<file path="src/rtl/match_timer_pkg.sv">
// Shared encodings for the match timer.
package match_timer_pkg;
    // Edge qualification selection for event counting.
    typedef enum logic [1:0] {
        EDGE_RISE  = 2'b00,
        EDGE_FALL  = 2'b01,
        EDGE_BOTH  = 2'b10,
        EDGE_BOTH2 = 2'b11
    } edge_sel_e;
endpackage

</file>
<file path="src/rtl/mt_prescaler.sv">
// Power-of-two prescaler: emits a one-cycle tick every 2^sel_i cycles while
// run_i is high. Assumes sel_i is held stable during a run.
module mt_prescaler #(
    parameter int PSEL_W = 4
) (
    input  logic              clk,
    input  logic              rst_n,
    input  logic              run_i,
    input  logic [PSEL_W-1:0] sel_i,
    output logic              tick_o
);
    localparam int DIV_W = (2 ** PSEL_W) - 1;

    logic [DIV_W-1:0] div_q;
    logic [DIV_W:0]   mask_full;
    logic [DIV_W-1:0] mask;

    // Free-running divider, cleared while stopped.
    always_ff @(posedge clk) begin
        if (!rst_n || !run_i) begin
            div_q <= '0;
        end else begin
            div_q <= div_q + 1'b1;
        end
    end

    // Tick when all bits below the selected exponent are ones.
    always_comb begin
        mask_full = ({{DIV_W{1'b0}}, 1'b1} << sel_i) - 1'b1;
        mask      = mask_full[DIV_W-1:0];
        tick_o    = ((div_q & mask) == mask);
    end
endmodule

</file>
<file path="src/rtl/mt_edge_qual.sv">
// Synchronizes an asynchronous event input and emits one pulse per qualified
// edge. Assumes the input stays at each level for several clock cycles.
module mt_edge_qual
    import match_timer_pkg::*;
(
    input  logic       clk,
    input  logic       rst_n,
    input  logic       evt_i,
    input  logic [1:0] edge_sel_i,
    output logic       pulse_o
);
    logic sync1_q, sync2_q, prev_q;
    logic rise, fall;

    // Two-stage synchronizer plus one history stage.
    always_ff @(posedge clk) begin
        if (!rst_n) begin
            sync1_q <= 1'b0;
            sync2_q <= 1'b0;
            prev_q  <= 1'b0;
        end else begin
            sync1_q <= evt_i;
            sync2_q <= sync1_q;
            prev_q  <= sync2_q;
        end
    end

    // Edge qualification by the selected mode.
    always_comb begin
        rise = sync2_q & ~prev_q;
        fall = ~sync2_q & prev_q;
        unique case (edge_sel_e'(edge_sel_i))
            EDGE_RISE: pulse_o = rise;
            EDGE_FALL: pulse_o = fall;
            default:   pulse_o = rise | fall;
        endcase
    end
endmodule

</file>
<file path="src/rtl/mt_counter.sv">
// Match counter: advances on inc_i, detects a nonzero match, holds (single
// shot) or reloads to zero one cycle later (repeating). Cleared while stopped.
module mt_counter #(
    parameter int CNT_W = 16
) (
    input  logic             clk,
    input  logic             rst_n,
    input  logic             run_i,
    input  logic             repeat_i,
    input  logic             inc_i,
    input  logic [CNT_W-1:0] match_i,
    output logic [CNT_W-1:0] count_o,
    output logic             hit_o,
    output logic             done_o,
    output logic             wrap_o
);
    logic [CNT_W-1:0] cnt_q, cnt_nxt;
    logic             done_q, wrap_q;
    logic             advance;

    // Match detection on the value the counter is about to take.
    always_comb begin
        cnt_nxt = cnt_q + 1'b1;
        advance = run_i && !done_q && !wrap_q && inc_i;
        hit_o   = advance && (match_i != '0) && (cnt_nxt == match_i);
    end

    // Count, hold and reload sequencing.
    always_ff @(posedge clk) begin
        if (!rst_n || !run_i) begin
            cnt_q  <= '0;
            done_q <= 1'b0;
            wrap_q <= 1'b0;
        end else if (wrap_q) begin
            cnt_q  <= '0;
            wrap_q <= 1'b0;
        end else if (advance) begin
            cnt_q <= cnt_nxt;
            if (hit_o) begin
                done_q <= !repeat_i;
                wrap_q <= repeat_i;
            end
        end
    end

    assign count_o = cnt_q;
    assign done_o  = done_q;
    assign wrap_o  = wrap_q;
endmodule

</file>
<file path="src/rtl/match_timer.sv">
// Match timer top: selects prescaled clock ticks or qualified external edges
// as the count source and keeps a sticky, enable-gated interrupt flag.
// Assumes configuration inputs are stable while run_i is high.
module match_timer
    import match_timer_pkg::*;
#(
    parameter int CNT_W  = 16,
    parameter int PSEL_W = 4
) (
    input  logic              clk,
    input  logic              rst_n,
    input  logic [PSEL_W-1:0] presc_sel_i,
    input  logic              src_i,
    input  logic [1:0]        edge_sel_i,
    input  logic [CNT_W-1:0]  match_i,
    input  logic              repeat_i,
    input  logic              run_i,
    input  logic              evt_i,
    input  logic              irq_en_i,
    input  logic              irq_clr_i,
    output logic              irq_o,
    output logic [CNT_W-1:0]  count_o
);
    logic tick, evt_pulse, inc, hit, done_s, wrap_s;
    logic irq_q;

    mt_prescaler #(.PSEL_W(PSEL_W)) u_presc (
        .clk(clk), .rst_n(rst_n), .run_i(run_i), .sel_i(presc_sel_i), .tick_o(tick)
    );

    mt_edge_qual u_edge (
        .clk(clk), .rst_n(rst_n), .evt_i(evt_i), .edge_sel_i(edge_sel_i), .pulse_o(evt_pulse)
    );

    // Count source selection.
    assign inc = src_i ? evt_pulse : tick;

    mt_counter #(.CNT_W(CNT_W)) u_cnt (
        .clk(clk), .rst_n(rst_n), .run_i(run_i), .repeat_i(repeat_i), .inc_i(inc),
        .match_i(match_i), .count_o(count_o), .hit_o(hit), .done_o(done_s), .wrap_o(wrap_s)
    );

    // Sticky interrupt flag; a new enabled match wins over a clear.
    always_ff @(posedge clk) begin
        if (!rst_n) begin
            irq_q <= 1'b0;
        end else begin
            irq_q <= (irq_q && !irq_clr_i) || (hit && irq_en_i);
        end
    end

    assign irq_o = irq_q;
endmodule

</file>
<file path="config.mk">
export PLATFORM = sky130hd
export DESIGN_NAME = match_timer
export DESIGN_NICKNAME = d
export VERILOG_FILES = /design/src/rtl/match_timer_pkg.sv /design/src/rtl/mt_prescaler.sv /design/src/rtl/mt_edge_qual.sv /design/src/rtl/mt_counter.sv /design/src/rtl/match_timer.sv
export SDC_FILE = /design/constraint.sdc
export NUM_CORES = 1
export LEC_CHECK = 0
export ABC_CLOCK_PERIOD_IN_PS = 2900
export BUFFER_PORTS_ARGS = -buffer_cell sky130_fd_sc_hd__buf_2
export CAP_MARGIN = 30
export CORE_UTILIZATION = 45
export DETAILED_ROUTE_END_ITERATION = 6
export PLACE_DENSITY = 0.63
export SYNTH_ARGS = -nofsm -noshare
export SYNTH_HDL_FRONTEND = slang
export SYNTH_SLANG_ARGS = --single-unit
</file>
<file path="constraint.sdc">
create_clock -name clk -period 2.9 [get_ports clk]
set_clock_uncertainty 0.05 [all_clocks]
set_input_delay 0.145 -clock clk [delete_from_list [all_inputs] [get_ports clk]]
set_output_delay 0.145 -clock clk [all_outputs]
set_load 0.05 [all_outputs]
</file>
# [After elaboration in Yosys (flattened, before gate mapping)]
# Cells that the tools add are included.
# Widths: inputs -> output; s select.
[word_totals] ff_bits=37 input_bits=30 output_inout_bits=17 word_cells=46
[classes] n_addsub=3 n_eq_ne=3 shifts=1 n_mux=2 bitwise_logic=9 n_reduce_logical=20
[op_table] cell="$add 16x1->16 const B" count=1
[op_table] cell="$eq 16x16->1" count=1
[op_table] cell="$reduce_bool 16->1" count=1
[op_table] cell="$add 15x1->15 const B" count=1
[op_table] cell="$and 15x15->15" count=1
[op_table] cell="$eq 15x15->1" count=1
[op_table] cell="$shl 1x4->15 const A" count=1
[op_table] cell="$sub 15x1->15 const B" count=1
[op_table] cell="$logic_and 1x1->1" count=7
[op_table] cell="$logic_not 1->1" count=6
[op_table] cell="$not 1->1" count=5
[op_table] cell="$reduce_or 4->1" count=1
[op_table] cell="$reduce_and 3->1" count=1
[op_table] cell="$and 1x1->1" count=2
[op_table] cell="$eq 2x1->1 const B" count=1
[op_table] cell="$logic_not 2->1" count=1
[op_table] cell="$logic_or 1x1->1" count=2
[op_table] cell="$pmux 1 s2" count=1
[op_table] cell="$reduce_or 2->1" count=1
[op_table] cell="$mux 1" count=1
[op_table] cell="$or 1x1->1" count=1

# [Longest topological paths before layout]
# Gate-level depths: netlist of the first run.
[depth] depth_word=10 depth_mapped=11 ltp_nobuf=9

# [Cells and area by module]
# A second synthesis of the first run with hierarchy kept.
[hier_totals] hier_cells=293 area_unflattened_um2=2384.8
[by_module_without_submodules] mod="mt_counter" instances=1 cells_each=161 area_each_um2=1262.5 seq_area_each_um2=360.3
[by_module_without_submodules] mod="mt_prescaler" instances=1 cells_each=115 area_each_um2=938.4 seq_area_each_um2=300.3
[by_module_without_submodules] mod="mt_edge_qual" instances=1 cells_each=12 area_each_um2=131.4 seq_area_each_um2=60.1
[by_module_without_submodules] mod="match_timer" instances=1 cells_each=5 area_each_um2=52.6 seq_area_each_um2=20.0

# [Worst setup path before layout of the first run]
# OpenSTA, ideal clock, no wires.
[synth_path] path_type="reg2reg" from="reg u_cnt.cnt_q[0] (netlist: u_cnt.count_o[0])" to="reg irq_q (netlist: irq_o)" setup_time_ps=87 arrival_ps=2675 setup_slack_ps=88 path_stages_with_launch=8 path_buffers=0 path_cell_list="dfxtp_1 -> ha_1 -> and4_4 -> nand4_4 -> and3_1 -> or3_1 -> or4_4 -> o31ai_1"
[synth_between] elab_chain_cells=5
[synth_lines] item="from (decl)" line="mt_counter.sv:17" text="logic [CNT_W-1:0] cnt_q, cnt_nxt;"
[synth_lines] item="from (signal assigned)" line="mt_counter.sv:38" text="cnt_q <= cnt_nxt;"
[synth_lines] item="$add 16x1->16" line="mt_counter.sv:23" text="cnt_nxt = cnt_q + 1'b1;"
[synth_lines] item="$eq 16x16->1" line="mt_counter.sv:25" text="hit_o = advance && (match_i != '0) && (cnt_nxt == match_i);"
[synth_lines] item="$logic_and 1x1->1" line="mt_counter.sv:25"
[synth_lines] item="$logic_and 1x1->1" line="match_timer.sv:48" text="irq_q <= (irq_q && !irq_clr_i) || (hit && irq_en_i);"
[synth_lines] item="$logic_or 1x1->1" line="match_timer.sv:48"
[synth_lines] item="to (signal assigned)" line="match_timer.sv:48"
[synth_lines] item="to (decl)" line="match_timer.sv:25" text="logic irq_q;"
# Every way passes these cells.
# A chain may end at the register's enable or synchronous reset.

# [Worst setup path after layout of the first run]
[layout_path] from="reg u_cnt.cnt_q[1] (netlist: u_cnt.count_o[1])" to="reg irq_q (netlist: irq_o)"
# The elaborated chain is that of the path after synthesis.

==> results of run 1 <==
-- registers in the layout, summed over array words and instances, names as in the netlist --
register / cells
u_edge.sync2_q: 1
u_cnt.done_o: 1
u_presc.div_q: 15
irq_o: 1
u_edge.prev_q: 1
u_edge.sync1_q: 1
u_cnt.count_o: 16
u_cnt.wrap_o: 1
-- power by group --
| part | total (mW) | internal [mW] | leakage (nW) | switching [mW] |
|---|---|---|---|---|
| Clock | 0.465 | 0.258 | 0.0585 | 0.207 |
| Combinational | 0.124 | 0.0537 | 0.788 | 0.0699 |
| Sequential | 0.514 | 0.511 | 0.299 | 0.00283 |
-- stage by stage --
stage          area (sq um)  util [%]  hold WS (ps)  setup slack, ps
3_5_place_dp           2900      52.4           312              310
6_report               3010      54.4          7.18              276
3_3_place_gp           2900      52.4           303              323
5_1_grt                3010      54.4          1.73             47.1
4_1_cts                3010      54.4          3.85              280
2_1_floorplan          2610         -           222             87.6
-- area by class of cell --
type | count | area, sq um | share of cell area, %
inverters | 6 | 22.5 | 0.747
clock buffers | 5 | 68.8 | 2.28
well taps | 72 | 90.1 | 2.99
repair buffers | 55 | 298 | 9.88
clock inverters | 3 | 43.8 | 1.45
multi-input cells | 260 | 1750 | 58.1
flip-flops and latches | 37 | 741 | 24.6
-- cell usage in the layout, fill, tap and decap left out, types with 5 or more instances in the layout --
cell type / instances
sky130_fd_sc_hd__buf_4: 9
sky130_fd_sc_hd__nand2_1: 31
sky130_fd_sc_hd__nor3_1: 5
sky130_fd_sc_hd__nand3_1: 17
sky130_fd_sc_hd__a21oi_1: 13
sky130_fd_sc_hd__nor2_1: 25
sky130_fd_sc_hd__mux2i_1: 13
sky130_fd_sc_hd__o21ai_0: 15
sky130_fd_sc_hd__and3_1: 6
sky130_fd_sc_hd__ha_1: 5
sky130_fd_sc_hd__o211ai_1: 7
sky130_fd_sc_hd__buf_2: 46
sky130_fd_sc_hd__or3_1: 10
sky130_fd_sc_hd__nor4_1: 6
sky130_fd_sc_hd__xnor2_1: 17
sky130_fd_sc_hd__nand4_1: 11
sky130_fd_sc_hd__dfxtp_1: 37
sky130_fd_sc_hd__clkbuf_8: 5
sky130_fd_sc_hd__inv_1: 6
sky130_fd_sc_hd__nand2b_1: 5
sky130_fd_sc_hd__xor2_1: 17
-- cell families (layout without fill, tap and decap cells) --
kind of cell,after synthesis,in the layout
adder cells (fa/ha/maj),5,5
XOR/XNOR,34,34
AO/OA/AOI/OAI,64,64
flip-flops,37,37
AND/OR/NAND/NOR,143,143
multiplexers,14,14
buffers and inverters,26,69
-- critical path, cell delays in order, from the launching register on --
cell and delay [ps]:
sky130_fd_sc_hd__dfxtp_1 440, sky130_fd_sc_hd__ha_1 240, sky130_fd_sc_hd__buf_4 170, sky130_fd_sc_hd__nand2_1 80
sky130_fd_sc_hd__nor3_2 290, sky130_fd_sc_hd__xnor2_1 130, sky130_fd_sc_hd__or3_1 370, sky130_fd_sc_hd__or4_4 530
sky130_fd_sc_hd__o31ai_1 240
-- layer usage --
| layer | vias to the layer above | track usage [%] | wire (um) |
|---|---|---|---|
| met4 | 0 | 6.11 | 87 |
| li1 | 1269 | - | - |
| met1 | 1187 | 34.2 | 3350 |
| met3 | 8 | 4.65 | 378 |
| met5 | - | 0 | 0 |
| met2 | 73 | 39.0 | 3220 |
-- worst max path at each step --
stage,end,startpoint
finish,irq_o$_SDFF_PN0_,u_cnt.count_o[1]$_SDFFE_PP0N_
floorplan,irq_o$_SDFF_PN0_,u_cnt.count_o[0]$_SDFFE_PP0N_
global route,u_cnt.wrap_o$_SDFF_PP0_,u_cnt.count_o[1]$_SDFFE_PP0N_
global placement,irq_o$_SDFF_PN0_,u_cnt.count_o[1]$_SDFFE_PP0N_
detailed placement,irq_o$_SDFF_PN0_,u_cnt.count_o[1]$_SDFFE_PP0N_
CTS,irq_o$_SDFF_PN0_,u_cnt.count_o[1]$_SDFFE_PP0N_
==> results.rst, run 1 <==
.. list-table::
   :header-rows: 1

   * - Metric
     - Value
   * - Outcome
     - complete, no violations
   * - Count of synthesis-stage warnings from yosys
     - 0
   * - Clock root cell
     - sky130_fd_sc_hd__clkbuf_8
   * - Unrepaired setup endpoints after global routing
     - false
   * - Path category of the worst min-delay check
     - in2reg
   * - Dominant combinational cell family by area after synthesis
     - simple AND/OR/NAND/NOR gates
   * - Classification of the worst setup path
     - reg2reg
   * - Final weighted congestion in routability-driven placement
     - 0.850
   * - DRC errors left
     - 0
   * - Core area
     - 0.00554 sq mm
   * - Tcrit/Tclk final
     - 90.5%
   * - Library cell with the highest instance count after synthesis
     - sky130_fd_sc_hd__dfxtp_1
   * - Share of the yosys chip area belonging to registers
     - 28.4%
   * - Post-layout power
     - 1.10 mW
   * - Final routed wire length divided by cell count
     - 16.1 um
   * - Ant. Diodes
     - 0
   * - Post-synthesis net count
     - 358
   * - Vert. Die Dim
     - 78.1 um
   * - Clock tree from TritonCTS
     - yes
   * - Vias per std cell
     - 5.79
   * - Number of cells on the worst hold path
     - 2
   * - Cell area after technology mapping
     - 0.00260 sq mm
   * - Detailed-routing iteration count for the pre-antenna-repair pass
     - 4
   * - Clock Tree Buf Depth
     - 2
   * - Post-detailed-routing wire length
     - 7.04 mm
   * - Max-slew violation count
     - 0
   * - Setup crit end kind
     - flip-flop
   * - Vias in the first global route
     - 2376
   * - I/O pin cnt
     - 47
   * - Worst Hold Launch
     - evt_i
   * - Number of setup violations in the final report
     - 0
   * - Adder and majority cell fraction of the synthesized area
     - 2.40%
   * - Resized Gates After CTS
     - 0
   * - Highest attainable clock frequency
     - 0.381 GHz
   * - Power density over the cells
     - 366 mW/mm^2
   * - Initial cell density of the core
     - 47.0%
   * - Clock buffer count from CTS
     - 5
   * - Mux contribution to synthesized area
     - 5.43%
   * - Critical Path Source Type
     - flip-flop
   * - Share of flip-flops with an asynchronous set or reset
     - 0%
   * - H-tree depth reported by CTS
     - 2
   * - Leading cell types by total area after synthesis
     - sky130_fd_sc_hd__dfxtp_1, sky130_fd_sc_hd__xnor2_1, sky130_fd_sc_hd__xor2_1
   * - Final layout net count
     - 400
   * - Post-detailed-route count of antenna-violating nets
     - 0
   * - Top FF cell, synth
     - sky130_fd_sc_hd__dfxtp_1
   * - Reg2Reg Depth
     - 8
   * - Period minus WS final
     - 2620 ps
   * - Global-route wire length before repair
     - 11.8 mm
   * - Initial antenna violation count
     - 0
   * - Count of placed standard cells in the final layout, fillers left out
     - 438
   * - Total clock sinks
     - 37
   * - Signal arrival time at the worst endpoint
     - 2780 ps
   * - Share of cells above drive strength 1
     - 20.2%
   * - Startpoint of the worst-slack reg-to-reg timing path
     - u_cnt.count_o[1]$_SDFFE_PP0N_
   * - Width of the chip
     - 78.1 um
   * - Cts hold-fix bufs
     - 0
   * - Hpwl dp
     - 5.32 mm
   * - Maximum number of pins on one net before global-route repair
     - 26
   * - Die outline area
     - 0.00610 sq mm
   * - Number of hold violations in the final report
     - 0
   * - Row count
     - 27
   * - Number of I/O port buffers
     - 46
   * - Synth Area in Compound Gates
     - 17.2%
   * - EDFF count, synth
     - 0
   * - Worst vdd rail ir drop
     - 230 uV
   * - Drt first-iter violations
     - 203
   * - Buffers inserted during post-CTS setup optimization
     - 0
   * - Clock transition time at the flip-flop clock pins of the worst setup and hold paths
     - 80 ps
   * - Cells after synthesis
     - 323
   * - Source-to-sink clock delay at the later pin of the worst-skew pair
     - 290 ps
   * - Total Routing Usage GR
     - 24.6%
   * - Max cap viols
     - 0
   * - Area added between synthesis and finish
     - 15.7%
   * - Largest fanout of any net on the critical path
     - 6
   * - Register bit count reported by yosys
     - 37
   * - Number of distinct library cell variants in the gate-level netlist after synthesis
     - 54
   * - Xor and xnor fraction of the mapped netlist area
     - 11.4%
   * - Cell count after placement
     - 430
   * - Req. time, crit path
     - 3060 ps
   * - Actual slew at the worst max-slew pin
     - 521 ps
   * - Fill count
     - 570
   * - End of the worst register-to-register path
     - irq_o$_SDFF_PN0_
   * - Overall via count from detail_route
     - 2537
   * - Leakage power figure
     - 1.14 nW
   * - Commonest cells post-synth
     - sky130_fd_sc_hd__dfxtp_1, sky130_fd_sc_hd__nand2_1, sky130_fd_sc_hd__nor2_1
   * - Slack of the worst reg-to-reg path
     - 280 ps
   * - Worst slew slack as a fraction of its limit
     - 65.2%
   * - Per-instance average area after synthesis
     - 8.07 sq um
   * - Final setup TNS
     - 0 ps
   * - Synth top area share
     - 28.4%
   * - Overflow after GRT
     - 0
   * - Endpoint of the worst hold path
     - u_edge.sync1_q$_SDFF_PN0_
   * - Simple-gate portion of the synthesized area
     - 30.7%
   * - Largest area contributor in the netlist
     - sky130_fd_sc_hd__dfxtp_1
Note: power is estimated with default switching activity, not from simulation.
==> run 2: changes to the inputs <==
--- a/config.mk
+++ b/config.mk
@@ -9,8 +9,10 @@
 export BUFFER_PORTS_ARGS = -buffer_cell sky130_fd_sc_hd__buf_2
 export CAP_MARGIN = 30
 export CORE_UTILIZATION = 45
+export CTS_BUF_LIST = sky130_fd_sc_hd__clkbuf_8
 export DETAILED_ROUTE_END_ITERATION = 6
 export PLACE_DENSITY = 0.63
+export REMOVE_ABC_BUFFERS = 1
 export SYNTH_ARGS = -nofsm -noshare
 export SYNTH_HDL_FRONTEND = slang
 export SYNTH_SLANG_ARGS = --single-unit
==> run 2 against run 1 <==
Against the previous run: fmax down 0.18%; clock-buffer cell count unchanged; die area unchanged; register-to-register slack about the same; sequential power about the same; critical endpoint unchanged; highest routed layer unchanged.
==> results.rst, run 2 (same netlist as run 1, synthesis figures left out) <==
.. list-table::
   :header-rows: 1

   * - Metric
     - Value
   * - Outcome
     - complete, no violations
   * - Clock Tree Buf Depth
     - 2
   * - Resized Gates After CTS
     - 0
   * - Clock tree from TritonCTS
     - yes
   * - Overflow after GRT
     - 0
   * - Max-slew violation count
     - 0
   * - Largest fanout of any net on the critical path
     - 7
   * - Post-layout power
     - 1.18 mW
   * - Utilization of the core after routing
     - 54.7%
   * - Post-detailed-route count of antenna-violating nets
     - 0
   * - Clock root cell
     - sky130_fd_sc_hd__clkbuf_8
   * - Setup crit end kind
     - flip-flop
   * - Total clock sinks
     - 37
   * - Global-route wire length before repair
     - 11.3 mm
   * - Source-to-sink clock delay at the later pin of the worst-skew pair
     - 290 ps
   * - Critical path destination
     - irq_o$_SDFF_PN0_
   * - Tcrit/Tclk final
     - 90.6%
   * - Total Routing Usage GR
     - 23.5%
   * - Ant. Diodes
     - 0
   * - Vert. Die Dim
     - 78.1 um
   * - Classification of the worst setup path
     - reg2reg
   * - Detailed-routing iteration count for the pre-antenna-repair pass
     - 5
   * - Fill count
     - 570
   * - Leakage power figure
     - 1.15 nW
   * - Unrepaired setup endpoints after global routing
     - false
   * - Clock buffer count from CTS
     - 5
   * - Flip-flop and latch area
     - 741 sq um
   * - Final weighted congestion in routability-driven placement
     - 0.938
   * - Vias in the first global route
     - 2275
   * - Max cap viols
     - 0
   * - Actual slew at the worst max-slew pin
     - 537 ps
   * - H-tree depth reported by CTS
     - 2
   * - Initial cell density of the core
     - 47.0%
   * - Power density over the cells
     - 390 mW/mm^2
   * - Die outline area
     - 0.00610 sq mm
   * - Highest attainable clock frequency
     - 0.380 GHz
   * - Most frequent standard cell in the layout excluding fill and tap cells
     - sky130_fd_sc_hd__buf_2
   * - Vias per std cell
     - 5.81
   * - Final routed wire length divided by cell count
     - 15.8 um
   * - Period minus WS final
     - 2630 ps
   * - Initial antenna violation count
     - 0
   * - Path category of the worst min-delay check
     - in2reg
   * - Most frequent cells in the layout
     - sky130_fd_sc_hd__buf_2, sky130_fd_sc_hd__dfxtp_1, sky130_fd_sc_hd__nand2_1
   * - End of the worst register-to-register path
     - irq_o$_SDFF_PN0_
   * - Req. time, crit path
     - 3050 ps
   * - Critical Path Source
     - u_cnt.count_o[1]$_SDFFE_PP0N_
   * - Number of setup violations in the final report
     - 0
   * - Count of placed standard cells in the final layout, fillers left out
     - 437
   * - Number of I/O port buffers
     - 46
   * - Hpwl dp
     - 5.08 mm
   * - Share of cells above drive strength 1
     - 20.0%
   * - Area used by multi-input combinational logic
     - 0.00175 sq mm
   * - Post-DP Area
     - 0.00289 sq mm
   * - Startpoint of the worst-slack reg-to-reg timing path
     - u_cnt.count_o[1]$_SDFFE_PP0N_
   * - Slack of the worst reg-to-reg path
     - 270 ps
   * - DRC errors left
     - 0
   * - Maximum number of pins on one net before global-route repair
     - 25
   * - Row count
     - 27
   * - Signal arrival time at the worst endpoint
     - 2780 ps
   * - Worst slack on hold paths
     - 23.5 ps
   * - Final layout net count
     - 399
   * - Final cell area excluding filler cells
     - 0.00303 sq mm
   * - Number of hold violations in the final report
     - 0
   * - Final setup TNS
     - 0 ps
   * - Reg2Reg Depth
     - 7
   * - Drt first-iter violations
     - 121
   * - Buffers inserted during post-CTS setup optimization
     - 0
   * - Worst vdd rail ir drop
     - 219 uV
   * - Width of the chip
     - 78.1 um
   * - Clock transition time at the flip-flop clock pins of the worst setup and hold paths
     - 80 ps
   * - Cell count after placement
     - 429
   * - Worst slew slack as a fraction of its limit
     - 64.0%
   * - Cts hold-fix bufs
     - 0
   * - Post-place setup slack
     - 318 ps
   * - Core area
     - 0.00554 sq mm
   * - Worst path setup slack after routing
     - 272 ps
   * - I/O pin cnt
     - 47
   * - Largest register FFs
     - 16
   * - Area added between synthesis and finish
     - 16.4%
   * - Critical Path Source Type
     - flip-flop
   * - Post-detailed-routing wire length
     - 6.91 mm
   * - Overall via count from detail_route
     - 2540
==> run 2: cell count changes in the layout (fill, tap and decap cells not counted) <==
cell / change
sky130_fd_sc_hd__buf_4: -1
sky130_fd_sc_hd__bufinv_16: +1
sky130_fd_sc_hd__clkinv_2: -1
==> run 2: layer usage <==
layer,track usage [%],share of wire [%],vias up
li1,-,-,1267
met1,36.0,52,1179
met2,32.7,41,90
met3,4.88,5.9,4
met4,6.30,0.67,0
met5,0,0,-
==> run 2: area by class of cell <==
class / instances / share of cell area, %
Tap cell: 72 / 2.97
Clock inverter: 3 / 2.27
Inverter: 6 / 0.743
Timing Repair Buffer: 54 / 9.57
Multi-Input combinational cell: 260 / 57.7
Sequential cell: 37 / 24.4
Clock buffer: 5 / 2.27
==> run 2: report_power, final <==
group | total (mW) | internal, mW | switching, mW
clock network | 0.546 | 0.346 | 0.200
registers | 0.514 | 0.511 | 0.00286
logic | 0.123 | 0.0529 | 0.0703
total | 1.18 | 0.910 | 0.273
==> run 2: worst min path at each step <==
stage	startpoint	end	slack (ps)	cells past startpoint
6_report	evt_i	u_edge.sync1_q$_SDFF_PN0_	20	2
5_1_grt	evt_i	u_edge.sync1_q$_SDFF_PN0_	20	2
4_1_cts	evt_i	u_edge.sync1_q$_SDFF_PN0_	20	2
3_5_place_dp	evt_i	u_edge.sync1_q$_SDFF_PN0_	320	2
3_3_place_gp	evt_i	u_edge.sync1_q$_SDFF_PN0_	310	2
2_1_floorplan	rst_n	u_edge.sync1_q$_SDFF_PN0_	220	1
==> run 2: critical path, stage by stage (launching register included) <==
cell and delay (ps):
sky130_fd_sc_hd__dfxtp_1 420, sky130_fd_sc_hd__ha_1 320, sky130_fd_sc_hd__and4_4 280, sky130_fd_sc_hd__nand4_4 120, sky130_fd_sc_hd__and3_1 240, sky130_fd_sc_hd__or3_1 350
sky130_fd_sc_hd__or4_4 520, sky130_fd_sc_hd__o31ai_1 230
==> run 3: changes to the inputs <==
--- a/config.mk
+++ b/config.mk
@@ -11,6 +11,7 @@
 export CORE_UTILIZATION = 45
 export CTS_BUF_LIST = sky130_fd_sc_hd__clkbuf_8
 export DETAILED_ROUTE_END_ITERATION = 6
+export HOLD_SLACK_MARGIN = 0.06
 export PLACE_DENSITY = 0.63
 export REMOVE_ABC_BUFFERS = 1
 export SYNTH_ARGS = -nofsm -noshare
==> run 3 against run 2 <==
Against the previous run: sequential cell count unchanged; critical path type unchanged; register-to-register slack about the same; critical path depth unchanged; cell area increased by 0.33%; sequential power about the same; via count decreased by 0.43%; cell count increased by 0.23%; worst setup slack improved by 1.1 ps.
==> results.rst, run 3 (same netlist as run 1, synthesis figures left out) <==
.. list-table::
   :header-rows: 1

   * - Metric
     - Value
   * - Final weighted congestion in routability-driven placement
     - 0.938
   * - Resized Gates After CTS
     - 0
   * - Period minus WS final
     - 2630 ps
   * - Share of total power in the clock network
     - 46.2%
   * - Power density over the cells
     - 390 mW/mm^2
   * - Number of I/O port buffers
     - 46
   * - Largest register FFs
     - 16
   * - Hpwl dp
     - 5.08 mm
   * - Path category of the worst min-delay check
     - in2reg
   * - Number of hold violations in the final report
     - 0
   * - Global-route wire length before repair
     - 11.3 mm
   * - Net switching power of the design
     - 274 uW
   * - Total Routing Usage GR
     - 23.5%
   * - Unrepaired setup endpoints after global routing
     - false
   * - Vert. Die Dim
     - 78.1 um
   * - Overflow after GRT
     - 0
   * - Row count
     - 27
   * - Core area
     - 0.00554 sq mm
   * - Post-DP Area
     - 0.00289 sq mm
   * - Share of cells above drive strength 1
     - 19.9%
   * - Drt first-iter violations
     - 174
   * - Worst vdd rail ir drop
     - 222 uV
   * - Largest fanout of any net on the critical path
     - 7
   * - Source-to-sink clock delay at the later pin of the worst-skew pair
     - 290 ps
   * - Die outline area
     - 0.00610 sq mm
   * - Detailed-routing iteration count for the pre-antenna-repair pass
     - 4
   * - DRC errors left
     - 0
   * - Largest delay share family, worst path
     - simple AND/OR/NAND/NOR gates
   * - Outcome
     - complete, no violations
   * - Final routed wire length divided by cell count
     - 15.7 um
   * - Utilization of the core after routing
     - 54.9%
   * - Buffers inserted during post-CTS setup optimization
     - 0
   * - Worst-path cell chain
     - ha_1, and4_4, nand4_4, and3_1, or3_1, or4_4, o31ai_1
   * - Max stage delay on crit path
     - 520 ps
   * - Area added between synthesis and finish
     - 16.8%
   * - Post-detailed-routing wire length
     - 6.87 mm
   * - Leakage power figure
     - 1.15 nW
   * - Combinational fraction of design power
     - 10.5%
   * - Number of setup violations in the final report
     - 0
   * - Ant. Diodes
     - 0
   * - Actual slew at the worst max-slew pin
     - 532 ps
   * - Highest-delay cell along the critical path
     - sky130_fd_sc_hd__or4_4
   * - Critical Path Source Type
     - flip-flop
   * - Setup crit end kind
     - flip-flop
   * - Most frequent standard cell in the layout excluding fill and tap cells
     - sky130_fd_sc_hd__buf_2
   * - Tcrit/Tclk final
     - 90.6%
   * - Initial antenna violation count
     - 0
   * - Vias per std cell
     - 5.77
   * - Highest attainable clock frequency
     - 0.381 GHz
   * - Part of the power in registers
     - 43.4%
   * - I/O pin cnt
     - 47
   * - H-tree depth reported by CTS
     - 2
   * - Initial cell density of the core
     - 47.0%
   * - Width of the chip
     - 78.1 um
   * - Clock transition time at the flip-flop clock pins of the worst setup and hold paths
     - 80 ps
   * - Final setup TNS
     - 0 ps
   * - Clock tree from TritonCTS
     - yes
   * - Cts hold-fix bufs
     - 1
   * - Maximum number of pins on one net before global-route repair
     - 25
   * - Post-detailed-route count of antenna-violating nets
     - 0
   * - Clock buffer count from CTS
     - 5
   * - Signal arrival time at the worst endpoint
     - 2770 ps
   * - Most frequent cells in the layout
     - sky130_fd_sc_hd__buf_2, sky130_fd_sc_hd__dfxtp_1, sky130_fd_sc_hd__nand2_1
   * - Switching Share
     - 23.1%
   * - Overall via count from detail_route
     - 2529
   * - Worst slew slack as a fraction of its limit
     - 64.3%
   * - Vias in the first global route
     - 2275
   * - Clock root cell
     - sky130_fd_sc_hd__clkbuf_8
   * - Classification of the worst setup path
     - reg2reg
   * - Total clock sinks
     - 37
   * - Max-slew violation count
     - 0
   * - Power Internal
     - 911 uW
   * - Max cap viols
     - 0
   * - Final cell area excluding filler cells
     - 0.00304 sq mm
   * - Number of buffers and inverters on the critical path
     - 0
   * - Slack of the worst reg-to-reg path
     - 270 ps
   * - Final layout net count
     - 400
   * - Req. time, crit path
     - 3050 ps
   * - Clock Tree Buf Depth
     - 2
-- run 3: worst paths after layout --
check / from / endpoint / cells after the start
worst max-delay path: u_cnt.count_o[1]$_SDFFE_PP0N_ / irq_o$_SDFF_PN0_ / 7
worst min-delay path: run_i / u_presc.div_q[1]$_SDFF_PP0_ / 2
worst max register to register: u_cnt.count_o[1]$_SDFFE_PP0N_ / irq_o$_SDFF_PN0_ / 7
worst min register to register: u_edge.sync1_q$_SDFF_PN0_ / u_edge.sync2_q$_SDFF_PN0_ / 1
-- run 3: stage by stage --
stage | setup slack [ps] | total power, mW | instances | hold slack (ps)
2_1_floorplan | 44.5 | 0.592 | 303 | 217
3_3_place_gp | 397 | 0.647 | 429 | 307
3_5_place_dp | 318 | 0.648 | 429 | 319
4_1_cts | 291 | 1.19 | 438 | 88.7
5_1_grt | 152 | 1.23 | 438 | 98.9
6_report | 273 | 1.18 | 438 | 95.8
-- run 3: final cells by class --
type / instances / area [sq um]
flip-flops and latches: 37 / 741
multi-input cells: 260 / 1750
inverters: 6 / 22.5
repair buffers: 55 / 300
fillers: 569 / 2500
clock inverters: 3 / 68.8
clock buffers: 5 / 68.8
well taps: 72 / 90.1
-- run 3: power by group through the flow --
stage	sequential [mW]	combinational, mW	clock, mW
global route	0.514	0.139	0.577
finish	0.514	0.124	0.547
detailed placement	0.526	0.122	0
global placement	0.526	0.122	0
floorplan	0.526	0.0656	0
CTS	0.514	0.123	0.555
-- run 3: metal layers --
layer  global-route usage (%)  vias up  routed length (um)
li1                         -     1268                   -
met1                     36.0     1178                3520
met2                     32.7       79                2860
met3                     4.88        4                 451
met4                     6.30        0                  40
met5                        0        -                   0
-- run 3: worst register-to-register path, delay by kind of cell (launching register included) --
family	cells	cell delay, ps
AO/OA/AOI/OAI	1	230
flip-flops	1	420
AND/OR/NAND/NOR	5	1510
adder cells (fa/ha/maj)	1	320
